### config.mk
export PLATFORM = sky130hd
export DESIGN_NAME = owb_master
export DESIGN_NICKNAME = d
export VERILOG_FILES = /design/src/rtl/owb_pkg.sv /design/src/rtl/owb_datapath.sv /design/src/rtl/owb_ctrl.sv /design/src/rtl/owb_master.sv
export SDC_FILE = /design/constraint.sdc
export NUM_CORES = 1
export LEC_CHECK = 0
export BUFFER_PORTS_ARGS = -buffer_cell sky130_fd_sc_hd__buf_2
export CORE_ASPECT_RATIO = 0.9
export CORE_MARGIN = 2
export CORE_UTILIZATION = 52
export DETAILED_ROUTE_END_ITERATION = 10
export GPL_ROUTABILITY_DRIVEN = 0
export PLACE_DENSITY_LB_ADDON = 0.12
export RECOVER_POWER = 25
export SLEW_MARGIN = 5
export SYNTH_ARGS = -nofsm -noshare
export SYNTH_HDL_FRONTEND = slang
export SYNTH_SLANG_ARGS = --single-unit
export TNS_END_PERCENT = 10
### constraint.sdc
create_clock -name clk -period 5.92 [get_ports clk]
set_input_delay 0.296 -clock clk [delete_from_list [all_inputs] [get_ports clk]]
set_output_delay 0.296 -clock clk [all_outputs]
set_load 0.02 [all_outputs]
### src/rtl/owb_pkg.sv
package owb_pkg;

  // Width of a phase duration expressed in microseconds (max 1023 us).
  localparam int US_W = 10;

  typedef enum logic [1:0] {
    CMD_RESET = 2'd0,
    CMD_WRITE = 2'd1,
    CMD_TOUCH = 2'd2,
    CMD_NONE  = 2'd3
  } owbCmd_e;

  typedef enum logic [1:0] {
    SLOT_W1    = 2'd0,
    SLOT_W0    = 2'd1,
    SLOT_READ  = 2'd2,
    SLOT_RESET = 2'd3
  } owbSlot_e;

  typedef enum logic [1:0] {
    S_IDLE = 2'd0,
    S_LOW  = 2'd1,
    S_MID  = 2'd2,
    S_TAIL = 2'd3
  } owbState_e;

  // Strobes from control to datapath.
  typedef struct packed {
    logic            loadPhase;
    logic [US_W-1:0] phaseUs;
    logic            latchCoef;
    logic            clearResult;
    logic            capture;
  } owbStrobe_t;

endpackage

### src/rtl/owb_datapath.sv
module owb_datapath
  import owb_pkg::*;
#(
  parameter int CLKS_PER_US = 250,
  parameter int COEF_W      = 4,
  parameter int SYNC_STAGES = 2
) (
  input  logic              clk,
  input  logic              rstN,
  input  logic [COEF_W-1:0] delayCoef,
  input  logic              busIn,
  input  owbStrobe_t        strb,
  output logic              phaseEnd,
  output logic              result
);

  localparam int CNT_W = US_W + COEF_W;
  localparam int PRE_W = (CLKS_PER_US > 1) ? $clog2(CLKS_PER_US) : 1;
  localparam logic [PRE_W-1:0] PRE_MAX = PRE_W'(CLKS_PER_US - 1);

  // Line synchronizer; idle line reads high.
  logic [SYNC_STAGES-1:0] syncQ;
  for (genvar g = 0; g < SYNC_STAGES; g++) begin : g_sync
    if (g == 0) begin : g_first
      always_ff @(posedge clk or negedge rstN) begin
        if (!rstN) syncQ[g] <= 1'b1;
        else       syncQ[g] <= busIn;
      end
    end else begin : g_next
      always_ff @(posedge clk or negedge rstN) begin
        if (!rstN) syncQ[g] <= 1'b1;
        else       syncQ[g] <= syncQ[g-1];
      end
    end
  end
  logic lineLevel;
  assign lineLevel = syncQ[SYNC_STAGES-1];

  // Coefficient: zero behaves as one; captured at command acceptance.
  logic [COEF_W-1:0] coefEff;
  logic [COEF_W-1:0] coefReg;
  logic [COEF_W-1:0] coefUse;
  assign coefEff = (delayCoef == '0) ? COEF_W'(1) : delayCoef;
  assign coefUse = strb.latchCoef ? coefEff : coefReg;

  always_ff @(posedge clk or negedge rstN) begin
    if (!rstN)               coefReg <= COEF_W'(1);
    else if (strb.latchCoef) coefReg <= coefEff;
  end

  // Microsecond prescaler and phase down-counter.
  logic [PRE_W-1:0] preCnt;
  logic [CNT_W-1:0] usCnt;
  logic [CNT_W-1:0] loadVal;
  logic             usTick;

  assign loadVal  = CNT_W'(strb.phaseUs) * CNT_W'(coefUse);
  assign usTick   = (preCnt == '0);
  assign phaseEnd = (usCnt == CNT_W'(1)) && usTick;

  always_ff @(posedge clk or negedge rstN) begin
    if (!rstN) begin
      usCnt  <= '0;
      preCnt <= '0;
    end else if (strb.loadPhase) begin
      usCnt  <= loadVal;
      preCnt <= PRE_MAX;
    end else if (usCnt != '0) begin
      if (usTick) begin
        usCnt  <= usCnt - CNT_W'(1);
        preCnt <= PRE_MAX;
      end else begin
        preCnt <= preCnt - PRE_W'(1);
      end
    end
  end

  // Result register.
  always_ff @(posedge clk or negedge rstN) begin
    if (!rstN)                 result <= 1'b0;
    else if (strb.clearResult) result <= 1'b0;
    else if (strb.capture)     result <= lineLevel;
  end

endmodule

### src/rtl/owb_ctrl.sv
module owb_ctrl
  import owb_pkg::*;
#(
  parameter int W1_LOW_US   = 6,
  parameter int W1_REL_US   = 64,
  parameter int W0_LOW_US   = 60,
  parameter int W0_REL_US   = 10,
  parameter int RD_LOW_US   = 6,
  parameter int RD_SMP_US   = 9,
  parameter int RD_TAIL_US  = 55,
  parameter int RST_LOW_US  = 500,
  parameter int RST_SMP_US  = 70,
  parameter int RST_TAIL_US = 430
) (
  input  logic       clk,
  input  logic       rstN,
  input  logic       reqValid,
  input  logic [1:0] reqCmd,
  input  logic       reqBit,
  input  logic       phaseEnd,
  output logic       reqReady,
  output logic       busPullLow,
  output logic       done,
  output owbStrobe_t strb
);

  owbState_e state, stateNext;
  owbSlot_e  slot, slotNext;
  logic      doneNext;

  function automatic logic [US_W-1:0] lowUsOf(owbSlot_e s);
    case (s)
      SLOT_W1:   return US_W'(W1_LOW_US);
      SLOT_W0:   return US_W'(W0_LOW_US);
      SLOT_READ: return US_W'(RD_LOW_US);
      default:   return US_W'(RST_LOW_US);
    endcase
  endfunction

  function automatic logic [US_W-1:0] midUsOf(owbSlot_e s);
    case (s)
      SLOT_W1:   return US_W'(W1_REL_US);
      SLOT_W0:   return US_W'(W0_REL_US);
      SLOT_READ: return US_W'(RD_SMP_US);
      default:   return US_W'(RST_SMP_US);
    endcase
  endfunction

  function automatic logic [US_W-1:0] tailUsOf(owbSlot_e s);
    return (s == SLOT_READ) ? US_W'(RD_TAIL_US) : US_W'(RST_TAIL_US);
  endfunction

  function automatic owbSlot_e pickSlot(logic [1:0] cmd, logic b);
    case (owbCmd_e'(cmd))
      CMD_RESET: return SLOT_RESET;
      CMD_TOUCH: return b ? SLOT_READ : SLOT_W0;
      default:   return b ? SLOT_W1 : SLOT_W0;
    endcase
  endfunction

  always_comb begin
    stateNext = state;
    slotNext  = slot;
    doneNext  = 1'b0;
    strb      = '0;
    case (state)
      S_IDLE: begin
        if (reqValid && (owbCmd_e'(reqCmd) != CMD_NONE)) begin
          slotNext         = pickSlot(reqCmd, reqBit);
          strb.loadPhase   = 1'b1;
          strb.phaseUs     = lowUsOf(slotNext);
          strb.latchCoef   = 1'b1;
          strb.clearResult = 1'b1;
          stateNext        = S_LOW;
        end
      end
      S_LOW: begin
        if (phaseEnd) begin
          strb.loadPhase = 1'b1;
          strb.phaseUs   = midUsOf(slot);
          stateNext      = S_MID;
        end
      end
      S_MID: begin
        if (phaseEnd) begin
          if (slot == SLOT_READ || slot == SLOT_RESET) begin
            strb.capture   = 1'b1;
            strb.loadPhase = 1'b1;
            strb.phaseUs   = tailUsOf(slot);
            stateNext      = S_TAIL;
          end else begin
            doneNext  = 1'b1;
            stateNext = S_IDLE;
          end
        end
      end
      default: begin
        if (phaseEnd) begin
          doneNext  = 1'b1;
          stateNext = S_IDLE;
        end
      end
    endcase
  end

  always_ff @(posedge clk or negedge rstN) begin
    if (!rstN) begin
      state <= S_IDLE;
      slot  <= SLOT_W1;
      done  <= 1'b0;
    end else begin
      state <= stateNext;
      slot  <= slotNext;
      done  <= doneNext;
    end
  end

  assign reqReady   = (state == S_IDLE);
  assign busPullLow = (state == S_LOW);

endmodule

### src/rtl/owb_master.sv
module owb_master
  import owb_pkg::*;
#(
  parameter int CLKS_PER_US = 250,
  parameter int COEF_W      = 4,
  parameter int SYNC_STAGES = 2
) (
  input  logic              clk,
  input  logic              rstN,
  input  logic              reqValid,
  input  logic [1:0]        reqCmd,
  input  logic              reqBit,
  output logic              reqReady,
  input  logic [COEF_W-1:0] delayCoef,
  input  logic              busIn,
  output logic              busPullLow,
  output logic              done,
  output logic              result
);

  owbStrobe_t strb;
  logic       phaseEnd;

  owb_ctrl ctrl_i (
    .clk        (clk),
    .rstN       (rstN),
    .reqValid   (reqValid),
    .reqCmd     (reqCmd),
    .reqBit     (reqBit),
    .phaseEnd   (phaseEnd),
    .reqReady   (reqReady),
    .busPullLow (busPullLow),
    .done       (done),
    .strb       (strb)
  );

  owb_datapath #(
    .CLKS_PER_US (CLKS_PER_US),
    .COEF_W      (COEF_W),
    .SYNC_STAGES (SYNC_STAGES)
  ) dp_i (
    .clk       (clk),
    .rstN      (rstN),
    .delayCoef (delayCoef),
    .busIn     (busIn),
    .strb      (strb),
    .phaseEnd  (phaseEnd),
    .result    (result)
  );

endmodule

## Word level (Yosys, flattened, before mapping)

Cells that the tools add are included.
Widths: inputs -> output; s select.

- Register bits after elaboration: 34

- $add $sub $neg: 2
- $mul: 1
- Eq/ne operators: 13
- Mux-type cells: 37
- Reductions and logical operators: 19

Operators by type and width:

| operator | number |
|---|---|
| $mux 14 | 3 |
| $mux 11 | 3 |
| $pmux 11 s3 | 1 |
| $mux 8 | 3 |
| $pmux 7 s3 | 1 |
| $mux 2 | 9 |
| $pmux 9 s2 | 1 |
| $eq 14x1->1 const B | 1 |
| $mul 10x4->14 | 1 |
| $reduce_bool 14->1 | 1 |
| $sub 14x1->14 const B | 1 |
| $mux 13 | 1 |
| $eq 2x2->1 const B | 5 |
| $mux 1 | 9 |
| $mux 9 | 1 |
| $logic_not 2->1 | 4 |
| $logic_not 8->1 | 1 |
| $mux 4 | 2 |
| $reduce_bool 2->1 | 4 |
| $sub 8x1->8 const B | 1 |
| $eq 2x1->1 const B | 3 |
| $ne 2x1->1 const B | 3 |
| $pmux 2 s3 | 1 |
| $logic_not 4->1 | 1 |
| 8 further kinds | 11 |

## Logic depth before layout (Yosys ltp)

- Depth after elaboration: 12
- Gate-level depth with buffers: 17

## Cells and area by module

Synthesis repeated with hierarchy kept, for this count alone.

- Cell total of the unflattened synthesis: 399
- Area, all modules: 3430.8 um^2

Modules (own cells, without submodules):

| module | instances | cells an instance | area an instance (um^2) |
|---|---|---|---|
| owb_datapath | 1 | 340 | 2931.6 |
| owb_ctrl | 1 | 59 | 499.2 |

## Worst setup path before layout

Ideal clock, no wire load.

- Path type: flip-flop to flip-flop
- From: reg ctrl_i.state[1]
- To: reg dp_i.usCnt[11]
- Setup time: 0.143 ns
- Arrival time: 4.307 ns
- Path slack: 1.471 ns
- Stages on the path, launching flop included: 15
- Period minus slack after synthesis: 4.449 ns
- Cells stage by stage: dfrtp_1 clkbuf_1 nor2_1 nand3_1 mux2i_1 nor2_1 fa_1 inv_1 fa_1 inv_1 ha_1 a211o_1 o22a_1 a2111oi_0 o22ai_1

- Word-level cells in the longest chain between the ends: 5

Ends and longest elaborated chain:

| item | line | source |
|---|---|---|
| start: declaration | owb_ctrl.sv:27 | `owbState_e state, stateNext;` |
| start signal: assignment | owb_ctrl.sv:112 | `state <= stateNext;` |
| $logic_not 2->1 * | -- |  |
| named net reqReady | owb_master.sv:13 | `output logic reqReady,` |
| $mux 2 | owb_ctrl.sv:66 | `case (state)` |
| $mux 4 | owb_datapath.sv:44 | `assign coefUse = strb.latchCoef ? coefEff : coefReg;` |
| $mul 10x4->14 | owb_datapath.sv:57 | `assign loadVal = CNT_W'(strb.phaseUs) * CNT_W'(coefUse);` |
| $mux 14 | owb_datapath.sv:65 | `end else if (strb.loadPhase) begin` |
| end signal: assignment | owb_datapath.sv:66 | `usCnt <= loadVal;` |
| end signal: assignment | owb_datapath.sv:70 | `usCnt <= usCnt - CNT_W'(1);` |
| end: declaration | owb_datapath.sv:53 | `logic [CNT_W-1:0] usCnt;` |

Mark *: on every way through the listed nets, which the timed path passes. The rest lies on a longest branch.
A chain may end at the register's enable or synchronous reset.

## Worst setup path after layout

- From: reg dp_i.preCnt[0]
- To: reg dp_i.usCnt[11]

- Word-level cells in the longest chain between the ends: 6

Ends and longest elaborated chain:

| item | line | source |
|---|---|---|
| start: declaration | owb_datapath.sv:52 | `logic [PRE_W-1:0] preCnt;` |
| start signal: assignment | owb_datapath.sv:73 | `preCnt <= preCnt - PRE_W'(1);` |
| $logic_not 8->1 * | owb_datapath.sv:58 | `assign usTick = (preCnt == '0);` |
| $logic_and 1x1->1 | owb_datapath.sv:59 | `assign phaseEnd = (usCnt == CNT_W'(1)) && usTick;` |
| $mux 11 (on tied branches) | owb_ctrl.sv:85, owb_ctrl.sv:78 |  |
| $pmux 11 s3 | owb_ctrl.sv:66 |  |
| $mul 10x4->14 or $reduce_bool 2->1 (tied branches) | -- |  |
| $mux 14 or $reduce_and 2->1 (tied branches) | -- |  |

Mark *: on every way between the ends. The rest lies on a longest branch, timed or not.

==> metrics.csv <==
metric;value;unit
Antenna diodes;0;
cell count after placement;439;
fraction of final layout cells with drive strength greater than 1;0.114;
Yosys Warn Count;0;
proportion of synthesized flip-flops having asynchronous set or reset;1.00;
worst r2r path cells;16;
PortBufs;14;
ANT nets after route;0;
non-filler cells in the finished layout;447;
M1 GR Usage;0.332;
endpoint kind of the worst setup timing path;register;
worst slew slack as a fraction of its limit;-0.206;
number of distinct library cells after synthesis;62;
flop-to-flop setup slack;0.98;ns
number of cells on the worst hold path;1;
peak supply drop;103;µV
clock tree root driver cell;sky130_fd_sc_hd__clkbuf_8;
final total negative setup slack;0;ns
Post-synth top flop;sky130_fd_sc_hd__dfrtp_1;
highest clock rate;202;MHz
hold-fix buffer count after cts;0;
fin. max-slew vios;35;
r2r endpoint;dp_i.usCnt[11];
initial cell density of the core;0.548;
total power density per cell area;126;nW/µm²
initial detailed-routing violation count;108;
I/O pin count;15;
largest net degree at the start of global routing;35;
# clock sinks;34;
synthesized instance count;362;
layout filler cell count;570;
Final #Nets;428;
total grt overflow;0;
# resized after CTS;0;
count of max-cap constraint violations;1;
area of the die;6740;µm²
fin crit period;4.94;ns
vias per inst;5.80;
Hold Path Class;input pin to register;
combined global-route utilization of all metal layers;0.228;
met3 GRT Util;0.0368;
total number of H-tree levels;2;
Worst Setup Start Kind;register;
half-perimeter wire length after detailed placement;5390;µm
worst min-delay path endpoint;dp_i.syncQ[0];
antenna violations before repair;0;
sequential element share of the synthesized area;0.269;
final count of negative-setup-slack endpoints;0;
Chip Width;86.3;µm
cts bufs inserted;5;
startpoint of the worst-slack reg-to-reg timing path;dp_i.preCnt[0];
number of global-route vias before repair;2524;
startpoint of the most critical setup path;dp_i.preCnt[0];
detailed-route wire length per cell;15.4;µm
data arrival time of the worst path;5.09;ns
insertion delay to the later sink of the worst-skew pair;0.29;ns
synthesized flop and latch total;34;
wire length of the first global-routing pass;12300;µm
leakage power;0.00158;µW
number of failing hold endpoints at the final stage;0;
post-detailed-route DRC marker count;0;
share of the clock period used by the worst path after layout;0.835;
routed wire length;6900;µm
core region area;5790;µm²
syn_area_per_cell;8.76;µm²
kind of critical path;register to register;
endpoint required time on the critical path;6.07;ns
M2 GR Usage;0.348;
status;finished, violations left;
standard-cell row count;26;
clock tree from TritonCTS;done;
violated checks;max-capacitance violations, max-slew violations;
mapped cell area;3170;µm²
number of detailed-route iterations in the first pass;5;
overall die height;78.1;µm
synthesized net count;414;
number of buffers on the longest clock path;2;
worst-path fanout max;7;
area overhead of the layout relative to synthesis;6.82;%
Vias;2594;
Hold Crit Start;busIn;
Post-CTS Repair Setup Buffers;0;
number of synthesized flops with an enable pin;0;
Hold Worst Slack;0.106;ns
clock slew seen by the registers of the worst setup and hold paths;0.08;ns
busiest metal layer after global routing;met2;
unrepaired setup endpoints after global routing;false;
pin slew with the least headroom to its limit;1.81;ns
worst-case clock skew;0.0110;ns
==> cell type report <==
type | count | area [µm²] | share of cell area
Multi-Input combinational cell | 282 | 2130 | 0.629
Sequential cell | 34 | 855 | 0.252
Inverter | 38 | 143 | 0.0421
Tap cell | 70 | 87.6 | 0.0258
Clock buffer | 6 | 82.6 | 0.0244
Timing Repair Buffer | 15 | 76.3 | 0.0225
Clock inverter | 2 | 12.5 | 0.00369
==> power breakdown <==
group          leakage (µW)  internal (µW)  switching, µW  total (µW)
sequential         0.000423            233          0.302         234
clock             0.0000472           93.5           89.9         183
combinational       0.00111           3.21           7.53        10.8
==> routing by layer <==
layer	vias up	wire [µm]
met5	-	0
met4	0	144
met3	12	268
met2	65	3020
met1	1228	3470
li1	1289	-
==> critical path: stages (launching register included) <==
cell,delay (ns)
sky130_fd_sc_hd__dfrtp_1,0.41
sky130_fd_sc_hd__inv_1,0.12
sky130_fd_sc_hd__ha_1,0.17
sky130_fd_sc_hd__nor4b_4,0.29
sky130_fd_sc_hd__nand4_2,0.30
sky130_fd_sc_hd__nor2_1,0.35
sky130_fd_sc_hd__o211ai_1,0.24
sky130_fd_sc_hd__nand2b_1,0.23
sky130_fd_sc_hd__fa_1,0.51
sky130_fd_sc_hd__fa_1,0.60
sky130_fd_sc_hd__inv_1,0.06
sky130_fd_sc_hd__ha_1,0.31
sky130_fd_sc_hd__a211oi_1,0.20
sky130_fd_sc_hd__o21bai_1,0.13
sky130_fd_sc_hd__o22a_1,0.27
sky130_fd_sc_hd__a2111oi_0,0.47
sky130_fd_sc_hd__o22ai_1,0.15
==> how the worst max path moves through the flow <==
stage,endpoint,slack (ns)
2_1_floorplan,dp_i.usCnt[11],1.47
3_3_place_gp,dp_i.usCnt[11],1.08
3_5_place_dp,dp_i.usCnt[11],1.0
4_1_cts,dp_i.usCnt[11],0.98
5_1_grt,dp_i.usCnt[11],0.48
6_report,dp_i.usCnt[11],0.98
==> synth_stat cells, drive strengths merged (7+ instances only) <==
cell / number / share of area
nor2: 45 / 0.054
nand2b: 7 / 0.014
mux2i: 7 / 0.022
or2: 10 / 0.020
xor2: 7 / 0.019
ha: 27 / 0.11
nor3: 9 / 0.017
fa: 14 / 0.088
xnor2: 11 / 0.030
a21oi: 18 / 0.028
dfrtp: 31 / 0.24
o21a: 9 / 0.021
o21ai: 14 / 0.026
nor4: 9 / 0.022
nand2: 26 / 0.031
inv: 38 / 0.045
==> through the flow <==
step           utilization  total power (µW)  setup WS, ns  cell area (µm²)
2_1_floorplan            -               240          1.47             3170
3_3_place_gp         0.569               249          1.08             3290
3_5_place_dp         0.569               250          1.00             3290
4_1_cts              0.585               434         0.978             3390
5_1_grt              0.585               445         0.478             3390
6_report             0.585               428         0.976             3390
==> cell families after synthesis <==
kind of cell	Yosys count	share of synthesized area
fa+ha+maj	41	0.195
flops	34	0.269
compound gates	78	0.170
xor+xnor	18	0.0497
buf+inv	46	0.0584
simple gates	137	0.232
mux	8	0.0256
==> flip-flops by register name, indices dropped and copies added (netlist names) <==
| name | flops |
|---|---|
| ctrl_i.done | 1 |
| ctrl_i.slot | 2 |
| ctrl_i.state | 2 |
| dp_i.coefReg | 4 |
| dp_i.lineLevel | 1 |
| dp_i.preCnt | 8 |
| dp_i.result | 1 |
| dp_i.syncQ | 1 |
| dp_i.usCnt | 14 |
==> cell usage in the layout (no fill, tap or decap), types with 3 or more instances in the layout <==
cell                       count
sky130_fd_sc_hd__nor2_1       44
sky130_fd_sc_hd__inv_1        38
sky130_fd_sc_hd__dfrtp_1      31
sky130_fd_sc_hd__ha_1         27
sky130_fd_sc_hd__nand2_1      26
sky130_fd_sc_hd__a21oi_1      18
sky130_fd_sc_hd__fa_1         14
sky130_fd_sc_hd__buf_2        13
sky130_fd_sc_hd__xnor2_1      11
sky130_fd_sc_hd__o21ai_0       9
sky130_fd_sc_hd__o21a_1        9
sky130_fd_sc_hd__nor3_1        7
sky130_fd_sc_hd__mux2i_1       7
sky130_fd_sc_hd__nor4_1        7
sky130_fd_sc_hd__nand2b_1      7
sky130_fd_sc_hd__xor2_1        7
sky130_fd_sc_hd__or2_2         6
sky130_fd_sc_hd__clkbuf_8      6
sky130_fd_sc_hd__nand3_1       4
sky130_fd_sc_hd__nor2b_1       4
sky130_fd_sc_hd__o211ai_1      4
sky130_fd_sc_hd__and2_1        4
sky130_fd_sc_hd__nand4_1       4
sky130_fd_sc_hd__or2_1         4
sky130_fd_sc_hd__o22ai_1       4
sky130_fd_sc_hd__o21ai_1       4
sky130_fd_sc_hd__a21o_1        3
sky130_fd_sc_hd__a22oi_1       3
sky130_fd_sc_hd__o22a_1        3
sky130_fd_sc_hd__dfstp_2       3
Note: power is estimated with default switching activity, not from simulation.
